==> src/rtl/evs_pkg.sv <==
package evs_pkg;
  localparam int PLEN_W = 8;

  typedef enum logic [2:0] {
    S_IDLE, S_ARMED, S_WAIT0, S_WAIT1, S_PULSE
  } seq_state_t;

  localparam logic [1:0] ADDR_CTRL = 2'd0;
  localparam logic [1:0] ADDR_DLY0 = 2'd1;
  localparam logic [1:0] ADDR_DLY1 = 2'd2;

  typedef struct packed {
    logic [PLEN_W-1:0] plen;     // 15:8 single-mode pulse length
    logic              src_dig;  // 7 trigger from digital edge
    logic              rising;   // 6 edge polarity
    logic              irq1_en;  // 5
    logic              irq0_en;  // 4
    logic              rpt;      // 3 re-arm after sequence
    logic              dual;     // 2 two subevents
    logic              us_unit;  // 1 delays in microsecond ticks
    logic              en;       // 0
  } ctrl_t;
endpackage

==> src/rtl/evs_trig.sv <==
module evs_trig #(
  parameter int TS_W = 32
) (
  input  logic            clk,
  input  logic            rst,
  input  logic            en,
  input  logic            src_dig,
  input  logic            rising,
  input  logic            trig_in,
  input  logic            dig_in,
  input  logic            accept,
  input  logic [TS_W-1:0] ts_in,
  output logic            hit,
  output logic [TS_W-1:0] ts_cap
);
  logic dig_q;
  logic edge_rise, edge_fall, edge_hit;

  always_ff @(posedge clk) begin
    if (rst) dig_q <= 1'b0;
    else     dig_q <= dig_in;
  end

  assign edge_rise = dig_in & ~dig_q;
  assign edge_fall = ~dig_in & dig_q;
  assign edge_hit  = rising ? edge_rise : edge_fall;
  assign hit       = en & (src_dig ? edge_hit : trig_in);

  always_ff @(posedge clk) begin
    if (rst)                    ts_cap <= '0;
    else if (accept && src_dig) ts_cap <= ts_in;
  end

  // capture follows the accepted digital event
  a_r10_ts_capture: assert property (@(posedge clk) disable iff (rst)
    (accept && src_dig) |=> (ts_cap == $past(ts_in)));
endmodule

==> src/rtl/evs_delay.sv <==
module evs_delay #(
  parameter int DLY_W = 32
) (
  input  logic             clk,
  input  logic             rst,
  input  logic             load,
  input  logic [DLY_W-1:0] load_val,
  input  logic             us_unit,
  input  logic             us_tick,
  output logic             zero
);
  logic [DLY_W-1:0] cnt;
  logic             step;

  assign step = us_unit ? us_tick : 1'b1;

  always_ff @(posedge clk) begin
    if (rst)                           cnt <= '0;
    else if (load)                     cnt <= load_val;
    else if ((cnt != '0) && step)      cnt <= cnt - 1'b1;
  end

  assign zero = (cnt == '0);

  // in tick mode the count only moves on a tick
  a_r2_hold_between_ticks: assert property (@(posedge clk) disable iff (rst)
    (!load && us_unit && !us_tick) |=> $stable(cnt));
endmodule

==> src/rtl/evs_status.sv <==
module evs_status #(
  parameter int CNT_W = 8
) (
  input  logic        clk,
  input  logic        rst,
  input  logic        clr_cnt,
  input  logic        inc,
  input  logic        armed,
  input  logic        act0,
  input  logic        act1,
  input  logic        set0,
  input  logic        set1,
  input  logic        rd,
  output logic [31:0] rdata
);
  localparam int CNT_LSB = 8;

  logic [CNT_W-1:0] cnt;
  logic             iss0, iss1;
  logic [31:0]      word;

  always_ff @(posedge clk) begin
    if (rst) begin
      iss0 <= 1'b0;
      iss1 <= 1'b0;
    end else begin
      iss0 <= set0 | (iss0 & ~rd);
      iss1 <= set1 | (iss1 & ~rd);
    end
  end

  always_ff @(posedge clk) begin
    if (rst || clr_cnt) cnt <= '0;
    else if (inc)       cnt <= cnt + 1'b1;
  end

  always_comb begin
    word = '0;
    word[0] = armed;
    word[1] = act0;
    word[2] = act1;
    word[3] = iss0;
    word[4] = iss1;
    word[CNT_LSB +: CNT_W] = cnt;
  end

  always_ff @(posedge clk) begin
    if (rst)     rdata <= '0;
    else if (rd) rdata <= word;
  end

  // issue always leaves the flag set, a read without issue clears it
  a_r8_sticky_set: assert property (@(posedge clk) disable iff (rst)
    set0 |=> iss0);
  a_r8_read_clears: assert property (@(posedge clk) disable iff (rst)
    (rd && !set1) |=> !iss1);
  // counter wraps to zero
  a_r9_wrap: assert property (@(posedge clk) disable iff (rst)
    (inc && !clr_cnt && (cnt == {CNT_W{1'b1}})) |=> (cnt == '0));
endmodule

==> src/rtl/evs_top.sv <==
module evs_top
  import evs_pkg::*;
#(
  parameter int DLY_W = 32,
  parameter int TS_W  = 32,
  parameter int CNT_W = 8
) (
  input  logic            clk,
  input  logic            rst,
  input  logic            cfg_we,
  input  logic [1:0]      cfg_addr,
  input  logic [31:0]     cfg_wdata,
  input  logic            sts_rd,
  output logic [31:0]     sts_rdata,
  input  logic            trig_in,
  input  logic            dig_in,
  input  logic            us_tick,
  input  logic [TS_W-1:0] ts_in,
  output logic [TS_W-1:0] ts_cap,
  output logic            ev_out,
  output logic            irq0,
  output logic            irq1
);
  localparam int CTRL_W = $bits(ctrl_t);

  ctrl_t             ctrl, new_ctrl;
  logic [DLY_W-1:0]  dly0, dly1;
  seq_state_t        st;
  logic [PLEN_W-1:0] pcnt;

  logic ctrl_wr, dis, arm_now;
  logic hit, accept, issue0, issue1, dz;
  logic ld;
  logic [DLY_W-1:0] ld_val;
  seq_state_t done_st;

  assign ctrl_wr  = cfg_we && (cfg_addr == ADDR_CTRL);
  assign new_ctrl = ctrl_t'(cfg_wdata[CTRL_W-1:0]);
  assign dis      = ctrl_wr && !new_ctrl.en;
  assign arm_now  = ctrl_wr && new_ctrl.en && !ctrl.en;

  always_ff @(posedge clk) begin
    if (rst) begin
      ctrl <= '0;
      dly0 <= '0;
      dly1 <= '0;
    end else if (cfg_we) begin
      case (cfg_addr)
        ADDR_CTRL: ctrl <= new_ctrl;
        ADDR_DLY0: dly0 <= cfg_wdata[DLY_W-1:0];
        ADDR_DLY1: dly1 <= cfg_wdata[DLY_W-1:0];
        default:   ;
      endcase
    end
  end

  evs_trig #(.TS_W(TS_W)) u_trig (
    .clk     (clk),
    .rst     (rst),
    .en      (ctrl.en),
    .src_dig (ctrl.src_dig),
    .rising  (ctrl.rising),
    .trig_in (trig_in),
    .dig_in  (dig_in),
    .accept  (accept),
    .ts_in   (ts_in),
    .hit     (hit),
    .ts_cap  (ts_cap)
  );

  assign accept  = (st == S_ARMED) && hit && !dis;
  assign issue0  = (st == S_WAIT0) && dz && !dis;
  assign issue1  = (st == S_WAIT1) && dz && !dis;
  assign ld      = accept || (issue0 && ctrl.dual);
  assign ld_val  = accept ? dly0 : dly1;
  assign done_st = ctrl.rpt ? S_ARMED : S_IDLE;

  evs_delay #(.DLY_W(DLY_W)) u_delay (
    .clk      (clk),
    .rst      (rst),
    .load     (ld),
    .load_val (ld_val),
    .us_unit  (ctrl.us_unit),
    .us_tick  (us_tick),
    .zero     (dz)
  );

  always_ff @(posedge clk) begin
    if (rst) begin
      st     <= S_IDLE;
      ev_out <= 1'b0;
      pcnt   <= '0;
      irq0   <= 1'b0;
      irq1   <= 1'b0;
    end else begin
      irq0 <= issue0 && ctrl.irq0_en;
      irq1 <= issue1 && ctrl.irq1_en;
      if (dis) begin
        st     <= S_IDLE;
        ev_out <= 1'b0;
      end else if (arm_now) begin
        st <= S_ARMED;
      end else begin
        case (st)
          S_ARMED: if (accept) st <= S_WAIT0;
          S_WAIT0: if (issue0) begin
            ev_out <= 1'b1;
            if (ctrl.dual) st <= S_WAIT1;
            else begin
              st   <= S_PULSE;
              pcnt <= (ctrl.plen == '0) ? '0 : ctrl.plen - 1'b1;
            end
          end
          S_WAIT1: if (issue1) begin
            ev_out <= 1'b0;
            st     <= done_st;
          end
          S_PULSE: if (pcnt == '0) begin
            ev_out <= 1'b0;
            st     <= done_st;
          end else begin
            pcnt <= pcnt - 1'b1;
          end
          default: st <= S_IDLE;
        endcase
      end
    end
  end

  evs_status #(.CNT_W(CNT_W)) u_status (
    .clk     (clk),
    .rst     (rst),
    .clr_cnt (dis),
    .inc     (accept),
    .armed   (st == S_ARMED),
    .act0    (st == S_WAIT0),
    .act1    (st == S_WAIT1),
    .set0    (issue0),
    .set1    (issue1),
    .rd      (sts_rd),
    .rdata   (sts_rdata)
  );

  // disabled block sits idle with its output low
  a_r1_disabled_idle: assert property (@(posedge clk) disable iff (rst)
    !ctrl.en |-> (st == S_IDLE && !ev_out));
  // pulse phase always drives the output high
  a_r4_pulse_high: assert property (@(posedge clk) disable iff (rst)
    (st == S_PULSE) |-> ev_out);
  // subevent 1 drops the output
  a_r5_low_after_sub1: assert property (@(posedge clk) disable iff (rst)
    issue1 |=> !ev_out);
  // the two interrupts never pulse together
  a_r7_irq_apart: assert property (@(posedge clk) disable iff (rst)
    $onehot0({irq0, irq1}));
  // a trigger mid-sequence leaves the state alone
  a_r11_no_restart: assert property (@(posedge clk) disable iff (rst)
    ((st == S_WAIT0 || st == S_WAIT1) && hit && !dz && !ctrl_wr) |=> $stable(st));
endmodule

==> config.mk <==
export PLATFORM = sky130hd
export DESIGN_NAME = evs_top
export DESIGN_NICKNAME = d
export VERILOG_FILES = /design/src/rtl/evs_pkg.sv /design/src/rtl/evs_trig.sv /design/src/rtl/evs_delay.sv /design/src/rtl/evs_status.sv /design/src/rtl/evs_top.sv
export SDC_FILE = /design/constraint.sdc
export NUM_CORES = 1
export LEC_CHECK = 0
export BUFFER_PORTS_ARGS = -buffer_cell sky130_fd_sc_hd__buf_2
export CAP_MARGIN = 20
export CORE_MARGIN = 5
export CORE_UTILIZATION = 50
export DETAILED_ROUTE_END_ITERATION = 10
export PLACE_DENSITY_LB_ADDON = 0.2
export SYNTH_ARGS = -nofsm -noshare
export SYNTH_HDL_FRONTEND = slang
export SYNTH_SLANG_ARGS = --single-unit
==> constraint.sdc <==
create_clock -name clk -period 6.16 [get_ports clk]
set_input_delay 0.616 -clock clk [delete_from_list [all_inputs] [get_ports clk]]
set_output_delay 0.616 -clock clk [all_outputs]
set_load 0.01 [all_outputs]
# ---- After elaboration in Yosys (flattened, before gate mapping)
# Index checks and enable logic that the tools add are counted.
dict set report totals {
  word_cells 116
  reg_bits 182
  output_inout_bits 67
}
dict set report op_classes {
  eq_ne 16
  addsub 4
  n_mux 23
  n_reduce_logical 37
  bitwise 12
}
# op n
set op_table {}
lappend op_table {{32-bit two-way mux} 3}
lappend op_table {{32-bit zero test} 1}
lappend op_table {{8-bit two-way mux} 4}
lappend op_table {{32-bit nonzero test} 1}
lappend op_table {{32-bit by 1-bit subtractor with 32-bit output, second input constant} 1}
lappend op_table {{8-bit zero test} 2}
lappend op_table {{8-bit case mux with 2 select lines} 1}
lappend op_table {{8-bit by 1-bit subtractor with 8-bit output, second input constant} 2}
lappend op_table {{1-bit logical AND} 15}
lappend op_table {{3-bit two-way mux} 5}
lappend op_table {{2-bit inequality test, second input constant} 6}
lappend op_table {{3-bit inequality test, second input constant} 4}
lappend op_table {{3-bit case mux with 4 select lines} 1}
lappend op_table {{8-bit by 1-bit adder with 8-bit output, second input constant} 1}
lappend op_table {{1-bit two-way mux} 8}
lappend op_table {{4-bit AND reduction} 2}
lappend op_table {{3-bit by 2-bit equality test with 1-bit output, second input constant} 2}
lappend op_table {{2-bit AND reduction} 3}
lappend op_table {{6-bit AND reduction} 1}
lappend op_table {{1-bit AND} 5}
lappend op_table {{1-bit NOT} 5}
lappend op_table {{5-bit AND reduction} 1}
lappend op_table {{2-bit nonzero test} 2}
lappend op_table {{3-bit by 1-bit equality test with 1-bit output, second input constant} 1}
lappend op_table {{other kinds (11)} 15}

# ---- Depth between registers and ports, before layout
dict set report logic_depth {
  depth_word 10
  ltp_mapped 10
  mapped_depth_nobuf 8
}

# ---- Cells and area by module
# Synthesis repeated with hierarchy kept, for this count alone.
dict set report unflattened {
  hier_cells 1042
  area_unflattened_um2 8773.4
}
# mod seq_area_each_um2 instances cells_each area_per_inst_um2
set by_module_without_submodules {}
lappend by_module_without_submodules {evs_top 1881.8 1 531 4227.8}
lappend by_module_without_submodules {evs_delay 640.6 1 252 2052.0}
lappend by_module_without_submodules {evs_trig 660.6 1 152 1490.2}
lappend by_module_without_submodules {evs_status 460.4 1 107 1003.5}

# ---- Least setup slack after synthesis
# OpenSTA, ideal clock, no wires.
dict set report synth_timing {
  path_type {reg2reg}
  from {register u_delay.cnt[18]}
  to {register u_delay.cnt[31]}
  path_buffers 1
  arrival_time_ns 2.531
  stages_incl_launch_ff 8
  setup_time_ns 0.131
  slack_ns 3.498
  t_required_ns 6.029
  path_cell_list {dfxtp_1 or4_4 or4_4 buf_6 or4_4 nor4_4 a31oi_1 nor4b_4}
}
dict set report synth_via {
  elab_chain_cells 6
  elab_cells_between_ends 11
  classes_between {add/sub: 1; mux: 2; reduce/logical: 8}
}
# item line_no
set synth_rtl {}
lappend synth_rtl {{start, declared} evs_delay.sv:12} ;# logic [DLY_W-1:0] cnt;
lappend synth_rtl {{start signal, assigned} evs_delay.sv:19} ;# else if (load) cnt <= load_val;
lappend synth_rtl {{start signal, assigned} evs_delay.sv:20} ;# else if ((cnt != '0) && step) cnt <= cnt - 1'b1;
lappend synth_rtl {{parallel branches: the longest is 6 deep, another holds 32-bit by 1-bit subtractor with 32-bit output} --}
# Several ways; the timed one is not identified. The select of a mux whose other input is x is not followed.
# A chain may end at the register's enable or synchronous reset.

# ---- Worst setup path in the final report
dict set report layout_timing {
  from {register u_delay.cnt[18]}
  to {register u_delay.cnt[11]}
}
dict set report layout_via {
  elab_chain_cells 6
  elab_cells_between_ends 9
  classes_between {mux: 1; reduce/logical: 8}
}
# item line_no
set layout_rtl {}
lappend layout_rtl {{32-bit zero test} evs_delay.sv:23} ;# assign zero = (cnt == '0);
lappend layout_rtl {{1-bit logical AND (2 in series)} evs_top.sv:72} ;# assign issue0 = (st == S_WAIT0) && dz && !dis;
lappend layout_rtl {{1-bit logical AND} evs_top.sv:74} ;# assign ld = accept || (issue0 && ctrl.dual);
lappend layout_rtl {{1-bit logical OR} evs_top.sv:74}
lappend layout_rtl {{32-bit two-way mux or 2-bit nonzero test (tied branches)} --}
# Parallel ways exist; a longest one is shown, timed or not.

==> flow_summary.ini <==
[clock_network]
post_cts_resized = 0
post_cts_buffers = 0
cts.clk_slew.worst_paths_ns = 0.08
cts_made_buffers = 17
cts_root_buf = clkbuf_16
cts-hold-fix-buffers = 0
cts.sinks = 182
cts_tree = done
clock_latency_ns = 0.44
h-tree-depth = 4
clockBufferDepth = 2

[die]
fp-row-count = 46
start_util_pct = 51.0
die_h_um = 138
design.core.area_um2 = 15900
dieArea_um2 = 18900
pin_count = 140
die_x_um = 138

[synthesis]
ys_async_sr_fraction_pct = 0
yosys_warnings = 0
syn_inst = 1014
synth-seq-area-share_pct = 44.8
synth_enable_flop_cells = 0
synth_area_per_cell_um2 = 8.02
synth.distinct_cells = 68
syn-cell-area_um2 = 8130
synth_seq_cells = 182
synth_flop_cell = dfxtp_1

[power]
vdd_drop_max_mv = 0.273
leakage_nw = 3.59
p_per_area_nw_per_um2 = 380

[grt]
grt_start_max_net_pins = 83
grt_overflow = 0
grt_pass1_vias = 6885
grt_pass1_wl_um = 34400
antenna_found_initial = 2
grt_use_total_pct = 22.8

[cells_and_area]
multi_input_area_um2 = 4130
diodes = 0
syn_to_final_growth_pct = 15.5
finalNetCount = 1178
layout-drive-gt1-share_pct = 17.2
num-fill-cells = 1487
regArea_um2 = 3640
final_cells = 1328

[route]
num_vias = 7358
drt_first_pass_iters = 5
route.detailed.drc = 0
postRouteAntennaNets = 0
drt_iter0_drc = 508
routed_wl_um = 21200
drt-vias-per-instance = 5.54
wl_per_cell_um = 15.9

[worst_hold_path]
min_path_type = input port to register

[outcome]
status = completed

[setup_path]
path_class = register to register
startpoint = u_delay.cnt[18]
cp-start-kind = register
path_max_fanout = 10
r2r-end = u_delay.cnt[11]
required_ns = 6.47
setup.worst_path.end = u_delay.cnt[11]
crit_arrival_ns = 3.64
r2r_setup_slack_ns = 2.83
r2r_cells = 6
reg2reg_from = u_delay.cnt[18]
cp-end-kind = register

[timing]
slew_viol_final = 0
hold_viol = 0
worst_pin_slew_ns = 1.03
holdWs_ns = 0.401
fmax_mhz = 300
period_minus_slack_ns = 3.33
fin_setup_tns_ns = 0
skew_ns = 0.0121
rsz0062_at_grt = false
slew_headroom_pct = 30.4
finalCritPeriodShare_pct = 54.0
setup_ws_ns = 2.83
final-setup-viol-count = 0

[place]
dp_cells = 1293
post-place-ws_ns = 2.73
port_buffers = 120
gp_congestion = 0.869
dp.final_hpwl_um = 14000

[flow_run]
drv_cap = 0
[metal layers]
layer	part of all wire [%]	global-route usage, %	up-vias
li1	-	-	3671
met1	47	31.4	3421
met2	44	34.8	231
met3	7.3	6.39	31
met4	1.6	6.82	4
met5	0.099	0	-
[layout by cell type, fill, tap and decap left out, types with 7 or more instances in the layout]
cell type	Yosys	routed
dfxtp_1	182	182
o21ai_0	26	26
xnor2_1	20	20
nand3_1	16	16
nor2_1	52	50
a31oi_1	9	9
mux2i_1	15	15
clkbuf_16	0	17
buf_4	19	11
and3_1	7	7
xor2_1	9	9
inv_1	11	11
a22oi_1	7	7
nand2_1	245	245
nor3_1	18	18
nor4_1	20	20
conb_1	1	19
o221ai_1	13	13
buf_2	3	119
or3_1	20	20
a21oi_1	143	143
nand2b_1	9	9
[synthesized netlist by cell type (5+ instances only)]
master / number / share of area [%]
nor4b_1: 5 / 0.54
o22ai_1: 5 / 0.38
nor4_1: 20 / 1.5
clkbuf_1: 57 / 2.6
or2_2: 5 / 0.38
xor2_1: 9 / 0.97
ha_1: 6 / 0.92
nand2b_1: 9 / 0.69
inv_1: 11 / 0.51
mux2i_1: 15 / 1.8
nor3b_1: 5 / 0.46
nor3_1: 18 / 1.1
o21ai_0: 26 / 1.6
or3_1: 20 / 1.5
nand2_1: 245 / 11
o21a_1: 5 / 0.46
and3_1: 7 / 0.54
xnor2_1: 20 / 2.2
a22oi_1: 7 / 0.65
buf_4: 19 / 1.8
nand4_1: 6 / 0.46
nor2b_1: 5 / 0.38
nand3_1: 16 / 0.99
a21oi_1: 143 / 8.8
nor2_1: 52 / 2.4
o221ai_1: 13 / 1.4
nand3b_1: 5 / 0.46
and4_1: 5 / 0.54
dfxtp_1: 182 / 45
buf_1: 5 / 0.23
a31oi_1: 9 / 0.69
[worst max-delay path, stage by stage (launching register included)]
cell     delay, ns
dfxtp_1       0.35
or4_4         0.58
or4_4         0.58
nor2_1        0.59
nand3_1       0.45
o21ai_0       0.53
o21ai_1       0.13
[through the flow]
stage	area, µm²	util, %	total power, W
finish	9390	58.9	0.00357
detailed placement	8760	54.9	0.00248
floorplan	8200	-	0.00232
global route	9390	58.9	0.00377
global placement	8760	54.9	0.00247
CTS	9350	58.6	0.00356
[power breakdown]
| part | internal, W | total (W) | leakage (nW) | switching, W |
|---|---|---|---|---|
| Sequential | 0.00127 | 0.00138 | 1.48 | 0.000101 |
| Combinational | 0.000442 | 0.00111 | 1.84 | 0.000669 |
| Clock | 0.000545 | 0.00108 | 0.283 | 0.000533 |
[cell type report]
| cell class | count | share of cell area [%] |
|---|---|---|
| clock buffers | 17 | 4.53 |
| repair buffers | 133 | 7.66 |
| clock inverters | 15 | 1.75 |
| inverters | 11 | 0.440 |
| well taps | 216 | 2.88 |
| flip-flops and latches | 182 | 38.8 |
| multi-input cells | 754 | 43.9 |
[sequential cells by signal, indices dropped and copies added (netlist names), 3 cells and up]
register	count
dly0	32
u_status.cnt	8
dly1	32
u_delay.cnt	32
ctrl	16
u_status.rdata	13
st	3
u_trig.ts_cap	32
pcnt	8
[how the worst min path moves through the flow]
stage | startpoint | to | slack (ns) | cells past startpoint
6_report | ts_in[4] | u_trig.ts_cap[4] | 0.40 | 3
5_1_grt | ts_in[20] | u_trig.ts_cap[20] | 0.40 | 3
4_1_cts | ts_in[17] | u_trig.ts_cap[17] | 0.39 | 3
3_5_place_dp | dly1[17] | dly1[17] | 0.45 | 2
3_3_place_gp | u_trig.ts_cap[12] | u_trig.ts_cap[12] | 0.44 | 2
2_1_floorplan | ctrl[4] | ctrl[4] | 0.43 | 2
[cells by family after synthesis]
kind of cell / Yosys count / share of synthesized area (%)
buf+inv: 96 / 5.45
fa+ha+maj: 6 / 0.923
compound gates: 238 / 17.2
simple gates: 446 / 26.5
flops: 182 / 44.8
xor+xnor: 29 / 3.12
mux: 16 / 1.99
other cells: 1 / 0.0461
No activity file was read; power rests on OpenSTA's default activity.
